==> src/rtl/tmr_pkg.sv <==
// Shared register selects and control-bit positions for the split-mode timer.
package tmr_pkg;
    localparam int ADDR_W = 3;

    typedef enum logic [ADDR_W-1:0] {
        SEL_CTRL   = 3'd0,
        SEL_CNT_LO = 3'd1,
        SEL_CNT_HI = 3'd2,
        SEL_RLD_LO = 3'd3,
        SEL_RLD_HI = 3'd4
    } reg_sel_e;

    localparam int CB_HFLAG = 7;
    localparam int CB_LFLAG = 6;
    localparam int CB_LIE   = 5;
    localparam int CB_CAPEN = 4;
    localparam int CB_SPLIT = 3;
    localparam int CB_RUN   = 2;
    localparam int CB_XSEL  = 0;
endpackage

==> src/rtl/tmr_sync_edge.sv <==
// Synchronizes an asynchronous input through STAGES flops and pulses `rise`
// for one cycle on each 0->1 change of the synchronized value.
// Assumes STAGES >= 2 and an input that stays stable longer than a clock cycle.
module tmr_sync_edge #(
    parameter int STAGES = 2
) (
    input  logic clk,
    input  logic rst_n,
    input  logic async_in,
    output logic rise
);
    logic [STAGES-1:0] chain;
    logic              last;

    // Shift the input through the chain and keep the previous synced value.
    always_ff @(posedge clk) begin
        if (!rst_n) begin
            chain <= '0;
            last  <= 1'b0;
        end else begin
            chain <= {chain[STAGES-2:0], async_in};
            last  <= chain[STAGES-1];
        end
    end

    assign rise = chain[STAGES-1] & ~last;

    assert_rise_single_R9: assert property (@(posedge clk) disable iff (!rst_n)
        rise |=> !rise);
endmodule

==> src/rtl/tmr_prescale.sv <==
// Produces the one-cycle count enable for the timer. Source 0 is a free
// divide-by-SYS_DIV of the system clock. Source 1 counts synchronized rising
// edges of ext_clk and ticks on every EXT_DIV-th one.
// Assumes SYS_DIV >= 2 and EXT_DIV >= 2. Both dividers run all the time.
module tmr_prescale #(
    parameter int SYS_DIV     = 12,
    parameter int EXT_DIV     = 8,
    parameter int SYNC_STAGES = 2
) (
    input  logic clk,
    input  logic rst_n,
    input  logic ext_sel,
    input  logic ext_clk,
    output logic tick
);
    localparam int SYS_W = $clog2(SYS_DIV);
    localparam int EXT_W = $clog2(EXT_DIV);

    logic [SYS_W-1:0] sys_cnt;
    logic [EXT_W-1:0] ext_cnt;
    logic             sys_tick;
    logic             ext_rise;
    logic             ext_tick;

    tmr_sync_edge #(.STAGES(SYNC_STAGES)) u_ext_sync (
        .clk      (clk),
        .rst_n    (rst_n),
        .async_in (ext_clk),
        .rise     (ext_rise)
    );

    assign sys_tick = (sys_cnt == SYS_W'(SYS_DIV - 1));
    assign ext_tick = ext_rise && (ext_cnt == EXT_W'(EXT_DIV - 1));

    // System-clock divider: wraps to zero on its terminal count.
    always_ff @(posedge clk) begin
        if (!rst_n)        sys_cnt <= '0;
        else if (sys_tick) sys_cnt <= '0;
        else               sys_cnt <= sys_cnt + 1'b1;
    end

    // External-edge divider: advances once per synchronized rising edge.
    always_ff @(posedge clk) begin
        if (!rst_n)        ext_cnt <= '0;
        else if (ext_tick) ext_cnt <= '0;
        else if (ext_rise) ext_cnt <= ext_cnt + 1'b1;
    end

    assign tick = ext_sel ? ext_tick : sys_tick;

    assert_sys_gap_R11: assert property (@(posedge clk) disable iff (!rst_n)
        sys_tick |=> !sys_tick);
    assert_ext_restart_R11: assert property (@(posedge clk) disable iff (!rst_n)
        ext_tick |=> (ext_cnt == '0));
endmodule

==> src/rtl/tmr_byte_lane.sv <==
// One byte of the counter. A software write wins over counting. On an
// enabled step it either loads the reload byte (at all-ones, with reload
// set) or adds one, wrapping through zero.
// Assumes the caller works out inc/reload from the mode and the other lane.
module tmr_byte_lane #(
    parameter int W = 8
) (
    input  logic         clk,
    input  logic         rst_n,
    input  logic         inc,
    input  logic         reload,
    input  logic         wr_en,
    input  logic [W-1:0] wr_val,
    input  logic [W-1:0] rld_val,
    output logic [W-1:0] value,
    output logic         at_max
);
    assign at_max = &value;

    // Count register: write, then reload/step on enable.
    always_ff @(posedge clk) begin
        if (!rst_n)                 value <= '0;
        else if (wr_en)             value <= wr_val;
        else if (inc && at_max && reload) value <= rld_val;
        else if (inc)               value <= value + 1'b1;
    end

    assert_lane_reload_R4: assert property (@(posedge clk) disable iff (!rst_n)
        (inc && at_max && reload && !wr_en) |=> (value == $past(rld_val)));
    assert_lane_step_R3: assert property (@(posedge clk) disable iff (!rst_n)
        (inc && !at_max && !wr_en) |=> (value == $past(value) + 1'b1));
endmodule

==> src/rtl/split_reload_timer.sv <==
// Top level of the timer. Holds the control and reload registers, steers
// the two byte lanes for 16-bit or split operation, performs capture into
// the reload registers, and drives the interrupt request.
// Assumes BYTE_W >= 8 (the control register uses the low 8 bits) and a
// register port driven synchronously to clk.
module split_reload_timer
    import tmr_pkg::*;
#(
    parameter int BYTE_W      = 8,
    parameter int SYS_DIV     = 12,
    parameter int EXT_DIV     = 8,
    parameter int SYNC_STAGES = 2
) (
    input  logic              clk,
    input  logic              rst_n,
    input  logic [2:0]        reg_addr,
    input  logic              reg_we,
    input  logic [BYTE_W-1:0] reg_wdata,
    output logic [BYTE_W-1:0] reg_rdata,
    input  logic              ext_clk,
    input  logic              cmp_in,
    output logic              irq
);
    localparam int LANES = 2;

    logic flag_h, flag_l, lie, cap_en, split, run, xsel;
    logic tick, cmp_rise, cap_fire, ctrl_wr;
    logic lo_ovf, hi_ovf;
    logic unused_wbits;

    logic [BYTE_W-1:0] lane_val [LANES];
    logic [BYTE_W-1:0] rld_q    [LANES];
    logic              lane_max [LANES];
    logic              lane_inc [LANES];
    logic              lane_rl  [LANES];
    logic              lane_wr  [LANES];
    logic              rld_wr   [LANES];

    assign unused_wbits = ^reg_wdata[BYTE_W-1:0] & 1'b0 | reg_wdata[1];

    tmr_prescale #(
        .SYS_DIV     (SYS_DIV),
        .EXT_DIV     (EXT_DIV),
        .SYNC_STAGES (SYNC_STAGES)
    ) u_prescale (
        .clk     (clk),
        .rst_n   (rst_n),
        .ext_sel (xsel),
        .ext_clk (ext_clk),
        .tick    (tick)
    );

    tmr_sync_edge #(.STAGES(SYNC_STAGES)) u_cmp_sync (
        .clk      (clk),
        .rst_n    (rst_n),
        .async_in (cmp_in),
        .rise     (cmp_rise)
    );

    assign cap_fire = cap_en & cmp_rise;
    assign ctrl_wr  = reg_we && (reg_addr == SEL_CTRL);

    // Lane steering: split bytes run on their own; 16-bit mode chains them.
    always_comb begin
        if (split) begin
            lane_inc[0] = tick;
            lane_rl[0]  = 1'b1;
            lane_inc[1] = tick & run;
            lane_rl[1]  = 1'b1;
        end else begin
            lane_inc[0] = tick & run;
            lane_rl[0]  = lane_max[1];
            lane_inc[1] = tick & run & lane_max[0];
            lane_rl[1]  = 1'b1;
        end
    end

    assign lo_ovf = lane_inc[0] & lane_max[0];
    assign hi_ovf = lane_inc[1] & lane_max[1];

    for (genvar g = 0; g < LANES; g++) begin : g_lane
        localparam logic [2:0] CNT_SEL = (g == 0) ? SEL_CNT_LO : SEL_CNT_HI;
        localparam logic [2:0] RLD_SEL = (g == 0) ? SEL_RLD_LO : SEL_RLD_HI;

        assign lane_wr[g] = reg_we && (reg_addr == CNT_SEL);
        assign rld_wr[g]  = reg_we && (reg_addr == RLD_SEL);

        tmr_byte_lane #(.W(BYTE_W)) u_lane (
            .clk     (clk),
            .rst_n   (rst_n),
            .inc     (lane_inc[g]),
            .reload  (lane_rl[g]),
            .wr_en   (lane_wr[g]),
            .wr_val  (reg_wdata),
            .rld_val (rld_q[g]),
            .value   (lane_val[g]),
            .at_max  (lane_max[g])
        );

        // Reload byte: software write first, else capture snapshot.
        always_ff @(posedge clk) begin
            if (!rst_n)         rld_q[g] <= '0;
            else if (rld_wr[g]) rld_q[g] <= reg_wdata;
            else if (cap_fire)  rld_q[g] <= lane_val[g];
        end
    end

    // Control register: sticky flags with hardware set winning, plus mode bits.
    always_ff @(posedge clk) begin
        if (!rst_n) begin
            flag_h <= 1'b0;
            flag_l <= 1'b0;
            lie    <= 1'b0;
            cap_en <= 1'b0;
            split  <= 1'b0;
            run    <= 1'b0;
            xsel   <= 1'b0;
        end else begin
            flag_h <= hi_ovf | cap_fire | (ctrl_wr ? reg_wdata[CB_HFLAG] : flag_h);
            flag_l <= lo_ovf | (ctrl_wr ? reg_wdata[CB_LFLAG] : flag_l);
            if (ctrl_wr) begin
                lie    <= reg_wdata[CB_LIE];
                cap_en <= reg_wdata[CB_CAPEN];
                split  <= reg_wdata[CB_SPLIT];
                run    <= reg_wdata[CB_RUN];
                xsel   <= reg_wdata[CB_XSEL];
            end
        end
    end

    // Read mux: combinational view of the selected register.
    always_comb begin
        reg_rdata = '0;
        case (reg_addr)
            SEL_CTRL: begin
                reg_rdata[CB_HFLAG] = flag_h;
                reg_rdata[CB_LFLAG] = flag_l;
                reg_rdata[CB_LIE]   = lie;
                reg_rdata[CB_CAPEN] = cap_en;
                reg_rdata[CB_SPLIT] = split;
                reg_rdata[CB_RUN]   = run;
                reg_rdata[CB_XSEL]  = xsel;
            end
            SEL_CNT_LO: reg_rdata = lane_val[0];
            SEL_CNT_HI: reg_rdata = lane_val[1];
            SEL_RLD_LO: reg_rdata = rld_q[0];
            SEL_RLD_HI: reg_rdata = rld_q[1];
            default:    reg_rdata = '0;
        endcase
    end

    assign irq = flag_h | (flag_l & lie);

    assert_hflag_set_R3: assert property (@(posedge clk) disable iff (!rst_n)
        hi_ovf |=> flag_h);
    assert_lflag_set_R6: assert property (@(posedge clk) disable iff (!rst_n)
        lo_ovf |=> flag_l);
    assert_hflag_hold_R7: assert property (@(posedge clk) disable iff (!rst_n)
        (flag_h && !ctrl_wr) |=> flag_h);
    assert_irq_high_R8: assert property (@(posedge clk) disable iff (!rst_n)
        flag_h |-> irq);
    assert_split_hold_R5: assert property (@(posedge clk) disable iff (!rst_n)
        (split && !run && !lane_wr[1]) |=> $stable(lane_val[1]));
    assert_capture_copy_R9: assert property (@(posedge clk) disable iff (!rst_n)
        (cap_fire && !rld_wr[0] && !rld_wr[1]) |=>
        (rld_q[0] == $past(lane_val[0]) && rld_q[1] == $past(lane_val[1])));
endmodule

==> config.mk <==
export PLATFORM = sky130hd
export DESIGN_NAME = split_reload_timer
export DESIGN_NICKNAME = d
export VERILOG_FILES = /design/src/rtl/tmr_pkg.sv /design/src/rtl/tmr_sync_edge.sv /design/src/rtl/tmr_prescale.sv /design/src/rtl/tmr_byte_lane.sv /design/src/rtl/split_reload_timer.sv
export SDC_FILE = /design/constraint.sdc
export NUM_CORES = 1
export LEC_CHECK = 0
export BUFFER_PORTS_ARGS = -buffer_cell sky130_fd_sc_hd__buf_4
export CAP_MARGIN = 30
export CORE_ASPECT_RATIO = 0.9
export CORE_MARGIN = 10
export CORE_UTILIZATION = 54
export DETAILED_ROUTE_END_ITERATION = 6
export PLACE_DENSITY = 0.86
export SLEW_MARGIN = 20
export SYNTH_ARGS = -nofsm -noshare
export SYNTH_HDL_FRONTEND = slang
export SYNTH_HIERARCHICAL = 1
export SYNTH_SLANG_ARGS = --single-unit
==> constraint.sdc <==
create_clock -name clk -period 2.2 [get_ports clk]
set_clock_uncertainty 0.2 [all_clocks]
set_input_delay 0.44 -clock clk [delete_from_list [all_inputs] [get_ports clk]]
set_output_delay 0.44 -clock clk [all_outputs]
set_load 0.02 [all_outputs]
# After elaboration in Yosys (flattened, before gate mapping)
# Memories as Yosys holds them, arrays and structs flattened.
# Index checks and enable logic that the tools add are counted.
[totals]
register_bits = 36
ram_bits = 16
output_inout_bits = 9
wordCells = 94
memories = 1
[classes]
n_addsub = 4
eq_ne = 6
n_mux = 32
bitwise_logic = 19
n_reduce_logical = 17
[memory_table]
columns = ["name", "depth", "word_bits", "read_ports", "rd_ports_with_merged_regs", "write_ports", "line", "text"]
rows = [
  ["rld_q", 2, 8, 2, 0, 2, "split_reload_timer.sv:32", "logic [BYTE_W-1:0] rld_q [LANES];"],
]
[op_table]
columns = ["operator", "count"]
rows = [
  ["2-to-1 mux 8 bit", 10],
  ["case mux 6 bit (5 select lines)", 1],
  ["2-to-1 mux 1 bit", 17],
  ["adder 8 x 1 -> 8 bit, second input constant", 2],
  ["AND reduction 8 bit", 2],
  ["logical AND 1 bit", 10],
  ["AND 1 bit", 8],
  ["bitwise OR 1 bit", 8],
  ["equality test 3 x 2 -> 1 bit, second input constant", 2],
  ["equality test 3 bit, second input constant", 2],
  ["nonzero test 3 bit", 2],
  ["case mux 1 bit (5 select lines)", 1],
  ["adder 4 x 1 -> 4 bit, second input constant", 1],
  ["equality test 4 bit, second input constant", 1],
  ["2-to-1 mux 2 bit", 2],
  ["case mux 1 bit (4 select lines)", 1],
  ["OR reduction 2 bit", 2],
  ["adder 3 x 1 -> 3 bit, second input constant", 1],
  ["equality test 3 x 1 -> 1 bit, second input constant", 1],
  ["zero test 3 bit", 1],
  ["NOT 1 bit", 3],
]

# Depth between registers and ports, before layout
# Gate-level depths: netlist (run 1).
[depth]
ltp_word = 11
depth_mapped = 10
ltp_nobuf = 9

# Modules after synthesis
# Netlist (run 1), hierarchy kept.
[modules_own_cells]
columns = ["module", "n_inst", "cells_per_inst", "area_each_um2"]
rows = [
  ["split_reload_timer", 1, 139, 1448.9],
  ["tmr_byte_lane", 2, 71, 589.3],
  ["tmr_prescale", 1, 34, 331.6],
  ["tmr_sync_edge", 2, 7, 92.6],
]

# Worst setup path after synthesis (run 1)
# Ideal clock, no wire load.
[synth_path]
path_type = "reg-to-reg"
startpoint = "register g_lane[0].u_lane.value[0]"
endpoint = "register g_lane[1].u_lane.value[3]"
t_arrival_ns = 1.917
required_time_ns = 1.874
slack_ns = -0.043
stages_incl_launch_ff = 10
path_buffers = 1
cell_sequence = "dfxtp_1 -> ha_1 -> inv_1 -> nor3_1 -> o211a_1 -> clkbuf_8 -> nand3_1 -> or3_4 -> mux2i_1 -> o22ai_1"
[synth_lines]
columns = ["element", "line", "text"]
rows = [
  ["from (decl)", "tmr_byte_lane.sv:15", "output logic [W-1:0] value,"],
  ["from (signal assigned)", "tmr_byte_lane.sv:23", "else if (wr_en) value <= wr_val;"],
  ["from (signal assigned)", "tmr_byte_lane.sv:24", "else if (inc && at_max && reload) value <= rld_val;"],
  ["from (signal assigned)", "tmr_byte_lane.sv:25", "else if (inc) value <= value + 1'b1;"],
  ["to (signal assigned)", "tmr_byte_lane.sv:23", ""],
  ["to (signal assigned)", "tmr_byte_lane.sv:24", ""],
  ["to (signal assigned)", "tmr_byte_lane.sv:25", ""],
  ["to (decl)", "tmr_byte_lane.sv:15", ""],
]

# Worst setup path in the final report (run 1)
[layout_path]
startpoint = "input reg_addr[2]"
endpoint = "output reg_rdata[6]"
[layout_between]
elab_chain_len = 2
[layout_lines]
columns = ["element", "line", "text"]
rows = [
  ["from (decl)", "split_reload_timer.sv:16", "input logic [2:0] reg_addr,"],
  ["equality test 3 bit (tied with other cells)", "split_reload_timer.sv:134", "case (reg_addr)"],
  ["case mux 6 bit (5 select lines) *", "split_reload_timer.sv:134", ""],
  ["to (decl)", "split_reload_timer.sv:19", "output logic [BYTE_W-1:0] reg_rdata,"],
]
# Every way passes the cells marked *; elsewhere a longest branch is shown, timed or not.

==> results of run 1 <==
==> sequential cells by signal (all words and copies together) (netlist names), 2 cells and up <==
register / count
u_cmp_sync/chain: 2
g_lane.u_lane/value: 16
u_prescale/ext_cnt: 3
u_prescale/sys_cnt: 4
u_prescale/u_ext_sync/chain: 2
rld_q: 16
==> worst reg2reg max path: cells and delay by family, from the launching register on <==
kind / cells / cell delay [ns]
adder cells (fa/ha/maj): 1 / 0.14
AND/OR/NAND/NOR: 3 / 0.66
AO/OA/AOI/OAI: 3 / 0.53
multiplexers: 1 / 0.16
flip-flops: 1 / 0.37
==> synth_stat cells (3+ instances only) <==
| library cell | count |
|---|---|
| nor3b_1 | 9 |
| inv_1 | 9 |
| nand3_1 | 18 |
| nor2_1 | 11 |
| buf_6 | 6 |
| buf_2 | 4 |
| nand2_1 | 33 |
| o21a_1 | 3 |
| mux2i_1 | 20 |
| a22oi_1 | 14 |
| xor2_1 | 6 |
| clkbuf_1 | 4 |
| and2_1 | 8 |
| edfxtp_1 | 16 |
| a21oi_1 | 9 |
| dfxtp_1 | 36 |
| nor3_1 | 7 |
| nand3b_1 | 4 |
| ha_1 | 5 |
| a22o_2 | 4 |
| nor2b_1 | 11 |
| o22ai_1 | 15 |
| o21ai_0 | 15 |
| a32o_1 | 7 |
| mux2_2 | 7 |
| a31oi_1 | 3 |
| and3_1 | 5 |
==> cell type report <==
cell class | count | area, µm²
clock buffer | 6 | 72.6
clock inverter | 2 | 15.0
fill | 437 | 1740
inverter | 9 | 33.8
multi-input combinational | 251 | 1920
sequential | 52 | 1210
tap | 70 | 87.6
timing repair buffer | 75 | 591
==> per-layer routing <==
layer / wire (µm) / share of wire
met1: 3850 / 0.42
met2: 4270 / 0.47
met3: 741 / 0.081
met4: 274 / 0.030
met5: 0 / 0
==> metrics by stage <==
stage                     area [µm²]  worst slack (ns)  power, mW  TNS (ns)  hold slack (ns)
after floorplan                 3160            0.0101       1.19         0            0.206
after global placement          3650          -0.00178       1.30  -0.00178            0.213
after detailed placement        3650           -0.0512       1.31    -0.233            0.222
after CTS                       3750           0.00818       1.85         0            0.132
after global routing            3920           -0.0849       1.94    -0.482            0.137
final                           3920           -0.0143       1.87   -0.0143            0.135
==> power by group through the flow <==
stage                     logic (mW)  registers (mW)  clock network [mW]
final                          0.261            1.05               0.561
after global routing           0.280            1.05               0.604
after CTS                      0.243            1.04               0.562
after detailed placement       0.241            1.07                   0
after global placement         0.232            1.06                   0
after floorplan                0.130            1.06                   0
==> kinds of logic (layout without fill, tap and decap cells) <==
kind of cell	Yosys count	in the layout
DFF	52	52
AOI/OAI and AO/OA	80	80
buffers and inverters	27	92
muxes	27	27
other	1	2
xor gates and xnor gates	6	6
and+or+nand+nor	131	131
adders and majority gates	5	5
==> what timing repair did <==
action	CTS	global route
hold endpoints to repair	0	0
resized for setup	2	32
pin swaps	1	12
setup buffers	1	6
setup endpoints to repair	13	21
==> worst paths after layout <==
kind	from	end	slack (ns)	cells past startpoint
setup reg to reg	u_prescale/sys_cnt[1]$_SDFF_PP0_	g_lane[1].u_lane/value[3]$_SDFFE_PN0P_	0.02	8
hold reg to reg	u_cmp_sync/chain[0]$_SDFF_PN0_	u_cmp_sync/chain[1]$_SDFF_PN0_	0.24	1
setup / recovery	reg_addr[2]	reg_rdata[6]	-0.01	6
hold / removal	cmp_in	u_cmp_sync/chain[0]$_SDFF_PN0_	0.13	2
==> results.tsv, run 1 <==
metric	value	unit
status	finished, violations left	
violations	setup timing	
synth.cell_area	3140	µm²
power.density	477	nW/µm²
synth_xor_area_frac	0.0167	
power.internal	1.37	mW
yosysTopAreaCell	dfxtp_1	
cp.required	1.56	ns
crit_chain	buf_4 -> nor2b_1 -> buf_4 -> a22oi_1 -> o22ai_1 -> buf_4	
instances_no_fill	465	
antenna_found_initial	0	
cts_hold_buf	0	
synth_edf_count	16	
rows	26	
crit_path_end_kind	primary output	
timing_hold_violations_final	0	
post-route-period-util	1.01	
gr-usage-met3	0.0379	
wl_per_cell	19.7	µm
first_pass_iters	5	
cts_tree	built	
path_class	input pin to primary output	
synthMuxAreaShare	0.0887	
yosysTopAreaCellShare	0.229	
slew_headroom	0.428	
critPathBufInv	3	
netSwitchingPower	0.504	mW
via_per_inst	6.39	
drc	0	
wirelength	9140	µm
period_needed	2.21	ns
initial_core_util	0.555	
cp_common_cell	buf_4	
drt-initial-drc-count	377	
detail-route-antenna-nets	0	
setup-violations-final	1	
nets	415	
fp.dieW	100	µm
num_vias	2970	
hpwlAfterDp	6370	µm
power_frac_clock	0.300	
clk_pin_slew	0.09	ns
fmax	452	MHz
root_buffer	clkbuf_8	
p_seq_frac	0.561	
hp-class	input pin to register	
post-route-util	0.693	
die_h	92.4	µm
dp.cells	451	
ioPinCount	25	
gr-usage-met2	0.294	
synth_top_family_by_area	simple AND/OR/NAND/NOR gates	
synth-simple-area-share	0.258	
syn2layout_area_growth	24.8	%
core-area	5660	µm²
synthCells	329	
critPathMaxStageDelay	0.27	ns
numCtsBuffers	5	
drive_gt1_frac	0.349	
share_comb_of_total_power	0.139	
grt_busiest_layer	met2	
grtUsageMet1	0.237	
grt_pass1_wl	14200	µm
track_usage	0.183	
cp-start-kind	input pin	
synth_compound_area_frac	0.176	
synth-seq-cells	52	
num_antenna_cells	0	
final_common_cell	buf_4	
ys_types	53	
ys_seq_area_frac	0.382	
htree_levels	2	
critPathArrivalTime	1.57	ns
synth_async_sr_flop_share	0	
slew_viol_final	0	
setup_ws	-0.0143	ns
globalplace.congestion	0.938	
grt_pass1_vias	2852	
leakagePower	1.50	nW
synthAdderAreaFrac	0.0199	
cts_buffer_depth	2	
yosys-top-cells-area	dfxtp_1, edfxtp_1, mux2i_1, nand2_1, a22oi_1	
switching_share	0.269	
rsz0062_at_grt	true	
critical_path.max_fanout	16	
insertion_delay	0.31	ns
grt-ovfl-total	0	
maxCapViolations	0	
io_buffers	24	
crit_family	buffers and inverters	
timing_worst_slew_pin_value	0.851	ns
most-common-layout-cells	buf_4, nand2_1, dfxtp_1	
grt_max_degree	49	
ys.flop_type	dfxtp_1	
cts_sinks	52	
cpMaxStageDelayCell	a22oi_1	
yosysWarnings	6	
synth.avg_cell_area	9.56	µm²
die_area	9280	µm²
vdd_drop_max	0.484	mV
No activity file was read; power rests on OpenSTA's default activity.
==> run 2: changes to the inputs <==
BUFFER_PORTS_ARGS = -buffer_cell sky130_fd_sc_hd__buf_2   (was -buffer_cell sky130_fd_sc_hd__buf_4)
==> run 2 against run 1 <==
Net effect: the run still ends with setup timing left; sequential cell count is the same; fmax shrank 2.0%; register-to-register slack lost 0.08 ns; critical endpoint is now g_lane[1].u_lane/value[3]$_SDFFE_PN0P_.
==> results.tsv, run 2 (synthesis results as in run 1) <==
metric	value	unit	change
power_frac_clock	0.304		+0.004
clk_pin_slew	0.10	ns	about the same
fill_cells	414		-5.3%
syn2layout_area_growth	23.7	%	
cp-start-kind	register		
instances_no_fill	463		-0.43%
timing_hold_violations_final	0		unchanged
setup_ws	-0.0603	ns	-0.0460 ns
globalplace.congestion	0.969		+3.3%
rows	26		unchanged
fmax	442	MHz	-2.0%
ioPinCount	25		unchanged
die_area	9280	µm²	unchanged
insertion_delay	0.32	ns	about the same
wirelength	8900	µm	-2.6%
root_buffer	clkbuf_8		
cp.required	2.23	ns	+0.67 ns
initial_core_util	0.555		unchanged
slew_viol_final	0		unchanged
post-route-period-util	1.03		+0.0209
dp.cells	452		+0.22%
drc	0		unchanged
cts_buffer_depth	2		unchanged
multi_input_area	1920	µm²	+0.33%
status	finished, violations left		
cts_hold_buf	0		unchanged
num_antenna_cells	0		unchanged
leakagePower	1.52	nW	+1.5%
critical_path.max_fanout	4		-12
critPathArrivalTime	2.29	ns	+0.72 ns
fp.dieW	100	µm	unchanged
wl_per_cell	19.2	µm	-2.2%
antenna_found_initial	0		unchanged
finalPower	1.87	mW	-0.20%
detail-route-antenna-nets	0		unchanged
grt_pass1_wl	13900	µm	-2.4%
period_needed	2.26	ns	+0.0460 ns
track_usage	0.182		-0.00180
via_per_inst	6.42		+0.57%
grt_pass1_vias	2815		-1.3%
num_vias	2974		+0.13%
post-route-util	0.687		-0.00619
pre_cts_slack	-0.0741	ns	-0.0229 ns
switching_share	0.272		+0.00255
path_class	register to register		
hp-class	input pin to register		
layout.area.seq	1210	µm²	-0.10%
hpwlAfterDp	6450	µm	+1.3%
drive_gt1_frac	0.341		-0.00840
die_h	92.4	µm	unchanged
slew_headroom	0.471		+0.0427
final_common_cell	buf_4		
first_pass_iters	5		unchanged
top_regs	g_lane.u_lane/value: 16 flops, rld_q: 16 flops, u_prescale/sys_cnt: 4 flops		
cts_sinks	52		unchanged
power.internal	1.36	mW	-0.55%
power.density	480	nW/µm²	+0.70%
timing_worst_slew_pin_value	0.788	ns	-0.0636 ns
cts_tree	built		
drt-initial-drc-count	339		-10%
p_seq_frac	0.561		about the same
crit_path_end_kind	register		
share_comb_of_total_power	0.135		-0.004
numCtsBuffers	5		unchanged
setup_tns	-0.0994	ns	-0.0851 ns
vdd_drop_max	0.327	mV	-32%
setup-violations-final	3		+2
core-area	5660	µm²	unchanged
most-common-layout-cells	buf_4, nand2_1, dfxtp_1		
nets	413		-0.48%
grt_max_degree	41		-16%
maxCapViolations	0		unchanged
netSwitchingPower	0.508	mW	+0.74%
io_buffers	24		unchanged
rsz0062_at_grt	true		
grt-ovfl-total	0		unchanged
htree_levels	2		unchanged
violations	setup timing		
## run 2: area by class of cell
class | instances | share of cell area
clock buffers | 5 | 0.0177
clock inverters | 3 | 0.00515
flip-flops and latches | 52 | 0.310
well taps | 70 | 0.0225
repair buffers | 73 | 0.141
multi-input cells | 251 | 0.494
inverters | 9 | 0.00869
## run 2: path summary, 6_finish.rpt
kind / from / to / slack, ns / depth (start not counted)
max: g_lane[0].u_lane/value[1]$_SDFFE_PN0P_ / g_lane[1].u_lane/value[3]$_SDFFE_PN0P_ / -0.06 / 8
min reg2reg: u_prescale/u_ext_sync/chain[0]$_SDFF_PN0_ / u_prescale/u_ext_sync/chain[1]$_SDFF_PN0_ / 0.25 / 1
max reg2reg: g_lane[0].u_lane/value[1]$_SDFFE_PN0P_ / g_lane[1].u_lane/value[3]$_SDFFE_PN0P_ / -0.06 / 8
min: ext_clk / u_prescale/u_ext_sync/chain[0]$_SDFF_PN0_ / 0.13 / 2
## run 2: routing by layer
layer	track usage	wire, µm	vias to the layer above
met5	0	0	-
met4	0.0694	291	0
met3	0.0349	831	33
met2	0.294	4240	186
met1	0.232	3540	1397
li1	-	-	1358
## run 2: stage by stage
stage,hold WS [ns],area [µm²]
final,0.126,3890
after global routing,0.133,3890
after floorplan,0.206,3160
after detailed placement,0.225,3620
after CTS,0.123,3740
after global placement,0.210,3620
## run 2: what timing repair did
| item | 4_1_cts | 5_1_grt |
|---|---|---|
| pin swaps | 1 | 11 |
| setup endpoints to repair | 16 | 23 |
| gates resized for setup | 9 | 30 |
| setup buffers | 0 | 3 |
## run 2: power groups by stage
stage	logic [mW]	clock network (mW)	registers [mW]
after floorplan	0.130	0	1.06
after global placement	0.225	0	1.06
after detailed placement	0.235	0	1.07
after CTS	0.237	0.571	1.04
after global routing	0.270	0.613	1.05
final	0.252	0.568	1.05
## run 2: worst max-delay path, stage by stage, from the launching register on
cell	delay (ns)
dfxtp_1	0.35
ha_2	0.24
inv_1	0.08
nor3_4	0.24
o211a_4	0.23
nand3_4	0.10
or3_4	0.41
mux2i_1	0.13
o22ai_1	0.19
==> run 3: changes to the inputs <==
BUFFER_PORTS_ARGS = -buffer_cell sky130_fd_sc_hd__buf_4   (was -buffer_cell sky130_fd_sc_hd__buf_2)
CTS_CLUSTER_DIAMETER = 100   (was not set)
MAX_ROUTING_LAYER = met4   (was not set)
==> run 3 against run 2 <==
Net effect: critical path depth stayed put; register-to-register slack better by 0.07 ns; sequential power hardly changed; first-iteration DRC count is 6.8% lower; worst setup slack better by 0.068 ns; worst hold slack worse by 0.018 ns; the run now ends clean.
==> results.tsv, run 3 (synthesis results as in run 1) <==
metric	value	unit	change
status	complete, no violations		
insertion_delay	0.33	ns	about the same
leakagePower	1.49	nW	-1.9%
finalPower	1.91	mW	+2.2%
die_h	92.4	µm	unchanged
globalplace.congestion	0.931		-3.9%
setup_ws	0.00811	ns	+0.0684 ns
cts_tree	built		
power.internal	1.37	mW	+0.97%
num_vias	2936		-1.3%
grt-ovfl-total	0		unchanged
pre_cts_slack	-0.0969	ns	-0.0229 ns
die_area	9280	µm²	unchanged
slew_viol_final	0		unchanged
period_needed	2.19	ns	-0.0684 ns
timing_hold_violations_final	0		unchanged
syn2layout_area_growth	23.7	%	unchanged
timing_worst_slew_pin_value	0.890	ns	+0.103 ns
detail-route-antenna-nets	0		unchanged
cp-start-kind	register		
nets	413		unchanged
power.density	491	nW/µm²	+2.2%
cts_hold_buf	0		unchanged
antenna_found_initial	0		unchanged
netSwitchingPower	0.536	mW	+5.6%
post-route-period-util	0.996		-0.0311
most-common-layout-cells	buf_4, nand2_1, dfxtp_1		
rsz0062_at_grt	true		
io_buffers	24		unchanged
rows	26		unchanged
fmax	456	MHz	+3.1%
grt_max_degree	49		+20%
setup-violations-final	0		-3
initial_core_util	0.555		unchanged
path_class	register to register		
hp-class	input pin to register		
power_frac_clock	0.314		+0.010
final_common_cell	buf_4		
grt_pass1_wl	14300	µm	+3.0%
share_comb_of_total_power	0.136		about the same
wirelength	8990	µm	+1.0%
p_seq_frac	0.549		-0.012
htree_levels	2		unchanged
wl_per_cell	19.4	µm	+1.0%
drive_gt1_frac	0.341		unchanged
first_pass_iters	5		unchanged
maxCapViolations	0		unchanged
switching_share	0.281		+0.00901
vdd_drop_max	0.414	mV	+26%
fp.dieW	100	µm	unchanged
fill_cells	451		+8.9%
num_antenna_cells	0		unchanged
cts_buffer_depth	2		unchanged
cp.required	2.22	ns	about the same
crit_path_end_kind	register		
core-area	5660	µm²	unchanged
drt-initial-drc-count	316		-6.8%
ioPinCount	25		unchanged
numCtsBuffers	5		unchanged
critical_path.max_fanout	4		unchanged
slew_headroom	0.402		-0.0689
track_usage	0.194		+0.0129
root_buffer	clkbuf_8		
clk_pin_slew	0.11	ns	about the same
via_per_inst	6.34		-1.3%
cts_sinks	52		unchanged
top_regs	g_lane.u_lane/value: 16 flops, rld_q: 16 flops, u_prescale/sys_cnt: 4 flops		
drc	0		unchanged
critPathArrivalTime	2.21	ns	-0.08 ns
grt_pass1_vias	2796		-0.67%
hpwlAfterDp	6540	µm	+1.4%
## run 3: cell count changes in the layout (fill, tap and decap cells not counted), sizes merged
cell,delta
buf,+1
clkbuf,-1
clkinvlp,+1
clkinv,-1
## run 3: final cells by class
type / instances / area (µm²) / area share
Clock buffer: 5 / 68.8 / 0.0177
Tap cell: 70 / 87.6 / 0.0225
Clock inverter: 3 / 25.0 / 0.00644
Inverter: 9 / 33.8 / 0.00869
Sequential cell: 52 / 1210 / 0.311
Multi-Input combinational cell: 251 / 1900 / 0.488
Timing Repair Buffer: 73 / 564 / 0.145
## run 3: power by group through the flow
stage	combinational [mW]	clock (mW)	sequential, mW
2_1_floorplan	0.130	0	1.06
3_3_place_gp	0.231	0	1.06
3_5_place_dp	0.239	0	1.07
4_1_cts	0.241	0.606	1.04
5_1_grt	0.278	0.632	1.05
6_report	0.260	0.600	1.05
## run 3: critical path, cell delays in order, from the launching register on
cell,delay [ns]
dfxtp_2,0.38
ha_4,0.14
nand3b_1,0.17
o21ai_4,0.22
o21a_1,0.18
nand3_2,0.12
or3_4,0.37
mux2i_1,0.21
o22ai_1,0.10
## run 3: worst paths after layout
| check | endpoint | start | slack [ns] | depth (start not counted) |
|---|---|---|---|---|
| worst max-delay path | g_lane[0].u_lane/value[3]$_SDFFE_PN0P_ | u_prescale/sys_cnt[0]$_SDFF_PP0_ | 0.008 | 8 |
| worst min-delay path | u_cmp_sync/chain[0]$_SDFF_PN0_ | cmp_in | 0.11 | 2 |
| worst max register to register | g_lane[0].u_lane/value[3]$_SDFFE_PN0P_ | u_prescale/sys_cnt[0]$_SDFF_PP0_ | 0.008 | 8 |
| worst min register to register | u_prescale/u_ext_sync/chain[1]$_SDFF_PN0_ | u_prescale/u_ext_sync/chain[0]$_SDFF_PN0_ | 0.24 | 1 |
## run 3: stage by stage
step,instances,hold WS (ns),cell area (µm²),util,TNS [ns]
floorplan,330,0.206,3160,-,0
global placement,452,0.209,3650,0.646,-0.00279
detailed placement,452,0.213,3650,0.646,-0.643
CTS,460,0.106,3760,0.664,0
global route,463,0.109,3890,0.687,-0.380
finish,463,0.108,3890,0.687,0
## run 3: metal layers
layer  vias up  global-route usage  wire length, µm
met4         0              0.0647              216
met2       163               0.299             4230
met5         -                   -                0
met3        30              0.0520              857
li1       1355                   -                -
met1      1388               0.241             3690
## run 3: repair_timing
action | in CTS | in global routing
endpoints found under the setup margin | 16 | 22
pin swaps | 0 | 7
resized for setup | 3 | 25
setup buffers | 0 | 3
cloned | 0 | 0
